[config.mk]
export PLATFORM = sky130hd
export DESIGN_NAME = i2c_idle_guard
export DESIGN_NICKNAME = d
export VERILOG_FILES = /design/src/rtl/idle_guard_pkg.sv /design/src/rtl/line_sync.sv /design/src/rtl/recovery_seq.sv /design/src/rtl/i2c_idle_guard.sv
export SDC_FILE = /design/constraint.sdc
export NUM_CORES = 1
export LEC_CHECK = 0
export ABC_AREA = 1
export BUFFER_PORTS_ARGS = -buffer_cell sky130_fd_sc_hd__buf_2
export CORE_AREA = 2 2 73 109
export DETAILED_ROUTE_END_ITERATION = 6
export DIE_AREA = 0 0 75 111
export PLACE_DENSITY_LB_ADDON = 0.25
export RECOVER_POWER = 25
export SLEW_MARGIN = 10
export SYNTH_ARGS = -nofsm -noshare
export SYNTH_HDL_FRONTEND = slang
export SYNTH_SLANG_ARGS = --single-unit
[constraint.sdc]
create_clock -name clk -period 1.7 [get_ports clk]
set_input_delay 0.255 -clock clk [delete_from_list [all_inputs] [get_ports clk]]
set_output_delay 0.255 -clock clk [all_outputs]
set_load 0.005 [all_outputs]
[src/rtl/idle_guard_pkg.sv]
package idle_guard_pkg;

    typedef enum logic {
        PH_LOW  = 1'b0,
        PH_HIGH = 1'b1
    } phase_e;

endpackage

[src/rtl/line_sync.sv]
module line_sync #(
    parameter int LINES = 2
) (
    input  logic             clk,
    input  logic             rst_n,
    input  logic [LINES-1:0] raw_in,
    output logic [LINES-1:0] sync_out,
    output logic             change_any
);

    typedef struct packed {
        logic [LINES-1:0] meta;
        logic [LINES-1:0] stab;
        logic [LINES-1:0] prev;
    } sync_t;

    sync_t s_d, s_q;
    logic [LINES-1:0] chg;

    always_comb begin
        s_d      = s_q;
        s_d.meta = raw_in;
        s_d.stab = s_q.meta;
        s_d.prev = s_q.stab;
    end

    always_ff @(posedge clk or negedge rst_n) begin
        if (!rst_n) begin
            s_q <= '{meta: '1, stab: '1, prev: '1};
        end else begin
            s_q <= s_d;
        end
    end

    for (genvar g = 0; g < LINES; g++) begin : g_line
        assign chg[g] = s_q.stab[g] ^ s_q.prev[g];
    end

    assign sync_out   = s_q.stab;
    assign change_any = |chg;

endmodule

[src/rtl/recovery_seq.sv]
module recovery_seq
    import idle_guard_pkg::*;
#(
    parameter int PULSES      = 9,
    parameter int PHASE_TICKS = 2
) (
    input  logic clk,
    input  logic rst_n,
    input  logic start,
    input  logic abort,
    input  logic tick,
    input  logic sda_s,
    output logic busy,
    output logic pull,
    output logic fin
);

    localparam int TK_W = (PHASE_TICKS > 1) ? $clog2(PHASE_TICKS) : 1;
    localparam int P_W  = $clog2(PULSES + 1);

    typedef struct packed {
        logic            busy;
        logic            pull;
        phase_e          ph;
        logic [TK_W-1:0] tk;
        logic [P_W-1:0]  cnt;
        logic            fin;
    } seq_t;

    seq_t r_d, r_q;

    always_comb begin
        r_d = r_q;
        if (!r_q.busy) begin
            if (start) begin
                r_d.busy = 1'b1;
                r_d.pull = 1'b1;
                r_d.ph   = PH_LOW;
                r_d.tk   = '0;
                r_d.cnt  = '0;
            end
        end else if (abort) begin
            r_d.busy = 1'b0;
            r_d.pull = 1'b0;
            r_d.ph   = PH_LOW;
            r_d.tk   = '0;
        end else if (tick) begin
            if (r_q.tk == TK_W'(PHASE_TICKS - 1)) begin
                r_d.tk = '0;
                if (r_q.ph == PH_LOW) begin
                    r_d.ph   = PH_HIGH;
                    r_d.pull = 1'b0;
                end else begin
                    r_d.cnt = r_q.cnt + 1'b1;
                    if (sda_s || (r_q.cnt == P_W'(PULSES - 1))) begin
                        r_d.busy = 1'b0;
                        r_d.fin  = sda_s;
                    end else begin
                        r_d.ph   = PH_LOW;
                        r_d.pull = 1'b1;
                    end
                end
            end else begin
                r_d.tk = r_q.tk + 1'b1;
            end
        end
    end

    always_ff @(posedge clk or negedge rst_n) begin
        if (!rst_n) begin
            r_q <= '0;
        end else begin
            r_q <= r_d;
        end
    end

    assign busy = r_q.busy;
    assign pull = r_q.pull;
    assign fin  = r_q.fin;

    AST_PULL_ONLY_BUSY: assert property (@(posedge clk) disable iff (!rst_n)
        r_q.pull |-> r_q.busy);
    AST_PULSE_LIMIT: assert property (@(posedge clk) disable iff (!rst_n)
        r_q.cnt <= P_W'(PULSES));
    AST_ABORT_RELEASE: assert property (@(posedge clk) disable iff (!rst_n)
        (abort && r_q.busy) |=> (!r_q.busy && !r_q.pull));
    AST_HIGH_RELEASED: assert property (@(posedge clk) disable iff (!rst_n)
        (r_q.busy && r_q.ph == PH_HIGH) |-> !r_q.pull);

endmodule

[src/rtl/i2c_idle_guard.sv]
module i2c_idle_guard #(
    parameter int FAST_CYCLES = 1250,
    parameter int SLOW_CYCLES = 25_000_000,
    parameter int PULSES      = 9,
    parameter int PHASE_TICKS = 2
) (
    input  logic clk,
    input  logic rst_n,
    input  logic scl_in,
    input  logic sda_in,
    input  logic fast_sel,
    input  logic wd_off,
    input  logic tick,
    output logic bus_free,
    output logic recovering,
    output logic scl_pull,
    output logic sda_final
);

    localparam int MAX_LIM = (SLOW_CYCLES > FAST_CYCLES) ? SLOW_CYCLES : FAST_CYCLES;
    localparam int CNT_W   = $clog2(MAX_LIM + 1);

    typedef struct packed {
        logic [CNT_W-1:0] cnt;
        logic             free;
    } mon_t;

    mon_t m_d, m_q;

    logic [1:0]       lines_s;
    logic             change_any;
    logic             sda_s;
    logic             seq_busy;
    logic             seq_start;
    logic [CNT_W-1:0] lim_m1;

    line_sync #(.LINES(2)) u_sync (
        .clk        (clk),
        .rst_n      (rst_n),
        .raw_in     ({sda_in, scl_in}),
        .sync_out   (lines_s),
        .change_any (change_any)
    );

    assign sda_s  = lines_s[1];
    assign lim_m1 = fast_sel ? CNT_W'(FAST_CYCLES - 1) : CNT_W'(SLOW_CYCLES - 1);

    always_comb begin
        m_d       = m_q;
        seq_start = 1'b0;
        if (wd_off || seq_busy || change_any) begin
            m_d.cnt  = '0;
            m_d.free = 1'b0;
        end else if (m_q.cnt >= lim_m1) begin
            if (!m_q.free) begin
                if (sda_s) begin
                    m_d.free = 1'b1;
                end else begin
                    seq_start = 1'b1;
                end
            end
        end else begin
            m_d.cnt = m_q.cnt + 1'b1;
        end
    end

    always_ff @(posedge clk or negedge rst_n) begin
        if (!rst_n) begin
            m_q <= '0;
        end else begin
            m_q <= m_d;
        end
    end

    recovery_seq #(
        .PULSES      (PULSES),
        .PHASE_TICKS (PHASE_TICKS)
    ) u_seq (
        .clk   (clk),
        .rst_n (rst_n),
        .start (seq_start),
        .abort (wd_off),
        .tick  (tick),
        .sda_s (sda_s),
        .busy  (seq_busy),
        .pull  (scl_pull),
        .fin   (sda_final)
    );

    assign bus_free   = m_q.free;
    assign recovering = seq_busy;

    AST_CNT_BOUND: assert property (@(posedge clk) disable iff (!rst_n)
        m_q.cnt <= CNT_W'(MAX_LIM));
    AST_FREE_EXCLUSIVE: assert property (@(posedge clk) disable iff (!rst_n)
        m_q.free |-> !seq_busy);
    AST_CHANGE_CLEARS: assert property (@(posedge clk) disable iff (!rst_n)
        change_any |=> !bus_free);
    AST_OFF_QUIET: assert property (@(posedge clk) disable iff (!rst_n)
        wd_off |=> (!bus_free && !recovering));
    AST_START_SDA_LOW: assert property (@(posedge clk) disable iff (!rst_n)
        seq_start |-> !sda_s);

endmodule

==> results of run 1 <==
how the worst max path moves through the flow:
| stage | slack (ns) | endpoint | cells after the start | from |
|---|---|---|---|---|
| floorplan | 0.003 | m_q[18] | 11 | m_q[23] |
| global placement | -0.45 | m_q[10] | 15 | fast_sel |
| detailed placement | -0.49 | m_q[10] | 15 | fast_sel |
| CTS | -0.17 | u_seq.pull | 13 | m_q[14] |
| global route | -0.27 | u_seq.r_q[6] | 13 | m_q[22] |
| finish | -0.15 | m_q[7] | 11 | m_q[22] |
cells by family after synthesis:
group	count (synthesis)	synth area share
flops	41	0.360
fa+ha+maj	21	0.0914
simple gates	199	0.322
buf+inv	61	0.0923
xor+xnor	13	0.0396
compound gates	46	0.0949
metrics by stage:
stage                util  setup TNS [ns]  setup slack (ns)  std cells  area [µm²]
floorplan               -               0           0.00332        381        2890
global placement    0.460          -12.07            -0.446        538        3430
detailed placement  0.460          -13.43            -0.488        538        3430
CTS                 0.503           -3.66            -0.170        551        3760
global route        0.535           -6.91            -0.272        555        3990
finish              0.535           -3.39            -0.153        555        3990
layout make-up:
class / count / area, µm² / area share
repair inverters: 1 / 11.3 / 0.00282
well taps: 102 / 128 / 0.0320
inverters: 55 / 226 / 0.0567
flip-flops and latches: 41 / 1030 / 0.259
clock inverters: 2 / 37.5 / 0.00940
multi-input cells: 279 / 1860 / 0.467
repair buffers: 69 / 552 / 0.138
clock buffers: 6 / 139 / 0.0348
worst register-to-register path: cells and delay by family, from the launching register on:
kind	cells	cell delay, ns
AOI/OAI and AO/OA	2	0.24
adders and majority gates	1	0.29
buffers and inverters	3	0.43
and+or+nand+nor	5	0.39
DFF	1	0.42
power by group:
group	total [mW]	internal, mW	switching [mW]
Sequential	1.03	1.01	0.0195
Combinational	0.198	0.0801	0.118
Clock	1.12	0.732	0.384
sequential cells by signal, indices dropped and copies added, names as in the netlist:
register,flops
m_q,25
u_seq.r_q,6
u_sync.s_d,2
u_seq.pull,1
u_seq.fin,1
bus_free,1
u_sync.s_q,2
u_sync.sync_out,2
u_seq.busy,1
layer usage:
layer	part of all wire	wire [µm]	track usage
met1	0.39	3000	0.213
met2	0.55	4240	0.367
met3	0.018	138	0.0291
met4	0.047	366	0.101
met5	0	0	0
Yosys cell counts:
library cell / n
dfrtp_1: 35
a21oi_2: 2
nand3_1: 22
nor4_4: 1
xnor2_1: 5
nand2_1: 98
clkinv_2: 1
nor2_1: 39
nand4_1: 13
nand2_2: 2
nor3_1: 12
dfstp_2: 6
nor2_2: 1
inv_1: 48
inv_2: 5
nor4_1: 1
o31ai_2: 4
buf_2: 2
nor3b_2: 1
nand3_4: 2
or2_1: 1
o22ai_1: 2
inv_4: 1
buf_6: 4
o21ai_1: 20
a21oi_1: 7
o21ai_0: 10
xor2_1: 8
nor3_2: 6
o21a_1: 1
ha_1: 21
repair_timing:
action                     CTS  global route
gates cloned                 0             1
hold endpoints to repair    20             0
hold buffers                 1             0
pin swaps                    8            14
resized for setup           20            39
buffers inserted             4             3
setup endpoints to repair   34            34
==> results.yml, run 1 <==
yosys:
  synth_warnings: 0
  synth_top_cells_by_area: "dfrtp_1 30%, nand2_1 13%, ha_1 9.1%, inv_1 6.3%, dfstp_2 5.5%"
  syn_area_um2: 2870
  syn-num-nets: 409
  syn_avg_cell_area_um2: 7.54
  synth-seq-cells: 41
  syn_inst: 381
  yosys.cell_types.count: 31
  synth_top_area_frac: 0.305
  yosysSeqAreaShare: 0.360
  yosysTopAreaCell: "dfrtp_1"
worst_hold_path:
  whs_path_depth: 1
  hold_end: "u_sync.s_d[2]"
  hp-start: "scl_in"
  hold_class: "in -> reg"
timing:
  maxSlewHeadroom: 0.620
  skew_ns: 0.00541
  tightest_slew_ns: 0.569
  max_freq_mhz: 540
  setup_viol: 33
  holdWs_ns: 0.0646
  setup_ws_ns: -0.153
  period_needed_ns: 1.85
  rsz0062_at_grt: "yes"
  hold_viol_final: 0
  min_period_over_period: 1.09
  slew_violations: 0
clock_tree:
  cts.sinks: 41
  clk_path_buf_depth: 2
  clk_latency_ns: 0.29
  cts_max_level: 2
  cts_root_buffer: "clkbuf_16"
  cts_buffers: 5
  cts_tree: "done"
  path_clk_slew_ns: 0.06
power:
  ir_drop_mv: 0.724
  cellLeakagePower_nw: 1.79
  total_power_mw: 2.34
  powerDensity_nw_per_um2: 586
detailed_routing:
  drt_wl_total_mm: 7.75
  ant_nets: 0
  drt-initial-drc-count: 78
  vias: 2727
  post_drt_wl_per_cell_um: 14.0
  dr.pass1.iters: 5
  via_per_inst: 4.91
  drc_errors: 0
final_layout:
  num-nets-final: 480
  drive_gt1_frac: 0.329
  fillers: 702
  antenna_cells: 0
  final_common_cell: "nand2_1"
  final_cell_mix: "86 x nand2_1, 54 x buf_4, 47 x inv_1"
  area_delta_synth_final_pct: 38.9
worst_setup_path:
  crit_required_ns: 1.92
  cp_cell_sequence: "ha_1 -> nand2_1 -> nor2_4 -> buf_4 -> a21oi_4 -> nand3_4 -> buf_12 -> buf_4 -> o21ai_2 -> nand2_1 -> nor2_1"
  r2r-end: "m_q[7]"
  worst-path-buf-inv: 3
  r2r-start: "m_q[22]"
  critPathSlowestCell: "dfrtp_1"
  crit_type: "reg -> reg"
  critical_path.max_stage_delay_ns: 0.42
  start_kind: "register"
  worstPathMaxFanout: 7
  r2r_slack_ns: -0.15
  cp_top_family: "buffers and inverters"
  end_kind: "register"
  critPathArrivalTime_ns: 2.07
  worstRegToRegCells: 11
floorplan:
  dieArea_um2: 8330
  row_count: 39
  ios: 11
  die_h_um: 111
  core_area_um2: 7470
  die_width_um: 75
  start_util: 0.385
placed_design:
  place_hpwl_mm: 6.03
  gp_routability_congestion: 0.910
  io_buffers: 10
outcome:
  status: "finished, violations left"
  violations: "negative setup slack"
global_routing:
  antenna_found_initial: 0
  grt_pass1_wl_mm: 12.7
  gr-total-overflow: 0
  grt_pass1_vias: 2811
  track_usage: 0.201
  grt_max_degree: 22
run:
  maxCapViolCount: 0
Note: power is estimated with default switching activity, not from simulation.
==> run 2, diff against run 1 <==
- RECOVER_POWER: 25 -> not set
==> results.yml, run 2 (synthesis results as in run 1) <==
outcome:
  status: "finished, violations left"
  violations: "negative setup slack"
clock_tree:
  cts_root_buffer: "clkbuf_16"
  cts_tree: "done"
  clk_latency_ns: 0.29
  cts.sinks: 41
  cts_buffers: 5
  cts_max_level: 2
  path_clk_slew_ns: 0.06
  clk_path_buf_depth: 2
floorplan:
  row_count: 39
  start_util: 0.385
  die_width_um: 75
  dieArea_um2: 8330
  ios: 11
  core_area_um2: 7470
  die_h_um: 111
worst_setup_path:
  cp_top_family: "buffers and inverters"
  worst-path-buf-inv: 3
  worstPathMaxFanout: 7
  cp_cell_sequence: "ha_1 -> nand2_1 -> nor2_4 -> buf_4 -> a21oi_4 -> nand3_4 -> buf_12 -> buf_4 -> o21ai_2 -> nand2_1 -> nor2_1"
  critical_path.max_stage_delay_ns: 0.42
  end_kind: "register"
  critPathArrivalTime_ns: 2.07
  start_kind: "register"
  crit_type: "reg -> reg"
  crit_required_ns: 1.92
  critPathSlowestCell: "dfrtp_1"
detailed_routing:
  vias: 2727
  post_drt_wl_per_cell_um: 14.0
  drc_errors: 0
  drt_wl_total_mm: 7.75
  dr.pass1.iters: 5
  ant_nets: 0
  drt-initial-drc-count: 78
  via_per_inst: 4.91
power:
  cellLeakagePower_nw: 1.79
  p_clk_frac: 0.477
  powerDensity_nw_per_um2: 587
  total_power_mw: 2.34
  p_switching_mw: 0.522
  p_seq_frac: 0.439
  intPower_mw: 1.82
  ir_drop_mv: 0.725
  p_comb_frac: 0.085
  swShare: 0.223
global_routing:
  track_usage: 0.201
  grt_max_degree: 22
  antenna_found_initial: 0
  grt_pass1_vias: 2811
  gr-total-overflow: 0
  grt_pass1_wl_mm: 12.7
timing:
  setup_tns_ns: -3.39
  hold_viol_final: 0
  skew_ns: 0.00541
  max_freq_mhz: 540
  maxSlewHeadroom: 0.658
  setup_viol: 33
  rsz0062_at_grt: "yes"
  tightest_slew_ns: 0.513
  period_needed_ns: 1.85
  min_period_over_period: 1.09
  slew_violations: 0
  setup_ws_ns: -0.153
final_layout:
  antenna_cells: 0
  largest_reg_flops: 25
  largest-register: "m_q"
  fillers: 702
  final_common_cell: "nand2_1"
  area_delta_synth_final_pct: 38.9
  num-nets-final: 480
  final_cell_mix: "86 x nand2_1, 54 x buf_4, 47 x inv_1"
  reg_top3: "m_q x25, u_seq.r_q x6"
  drive_gt1_frac: 0.333
run:
  maxCapViolCount: 0
placed_design:
  io_buffers: 10
  gp_routability_congestion: 0.910
  place_hpwl_mm: 6.03
worst_hold_path:
  hold_class: "in -> reg"
-- run 2: cell count changes in the layout (fill, tap and decap cells not counted), sizes merged --
cell,delta
clkbuf,-1
buf,+1
-- run 2: final cells by class --
cell class              instances  area, µm²  area share
multi-input cells             279       1860       0.467
flip-flops and latches         41       1030       0.259
repair buffers                 69        552       0.138
inverters                      55        226      0.0567
clock buffers                   6        139      0.0348
well taps                     102        128      0.0320
clock inverters                 2       37.5     0.00940
repair inverters                1       11.3     0.00282
-- run 2: what timing repair did --
item,in CTS,in global routing
hold buffers,1,0
buffers inserted,4,3
pin swaps,8,14
gates cloned,0,1
hold endpoints to repair,20,0
gates resized for setup,20,39
setup endpoints to repair,34,34
-- run 2: per-stage QoR --
| stage | hold slack [ns] | util | cell area, µm² | setup WS, ns | instances |
|---|---|---|---|---|---|
| global placement | 0.248 | 0.460 | 3430 | -0.446 | 538 |
| detailed placement | 0.256 | 0.460 | 3430 | -0.488 | 538 |
| floorplan | -0.0406 | - | 2890 | 0.00332 | 381 |
| finish | 0.0645 | 0.535 | 3990 | -0.153 | 555 |
| global route | 0.0447 | 0.535 | 3990 | -0.272 | 555 |
| CTS | 0.0536 | 0.503 | 3760 | -0.170 | 551 |
-- run 2: final timing paths --
path	slack (ns)	cells after the start	endpoint	from
min in group asynchronous	0.47	2	u_seq.r_q[6]	rst_n
min	0.06	1	u_sync.s_d[2]	scl_in
max in group asynchronous	0.66	3	u_sync.sync_out[0]	rst_n
min reg2reg	0.36	0	u_sync.sync_out[1]	u_sync.s_d[3]
max reg2reg	-0.15	11	m_q[7]	m_q[22]
max	-0.15	11	m_q[7]	m_q[22]
-- run 2: power by group through the flow --
stage	Clock, mW	Sequential, mW	Combinational, mW
floorplan	0	1.04	0.0925
detailed placement	0	1.04	0.173
global route	1.18	1.03	0.225
finish	1.12	1.03	0.198
global placement	0	1.04	0.168
CTS	1.14	1.03	0.184
-- run 2: per-layer routing --
layer,wire [µm],global-route usage,vias to the layer above,share of wire
met5,0,0,-,0
met4,366,0.101,0,0.047
met3,138,0.0291,20,0.018
met2,4240,0.367,51,0.55
met1,3010,0.213,1274,0.39
li1,-,-,1382,-
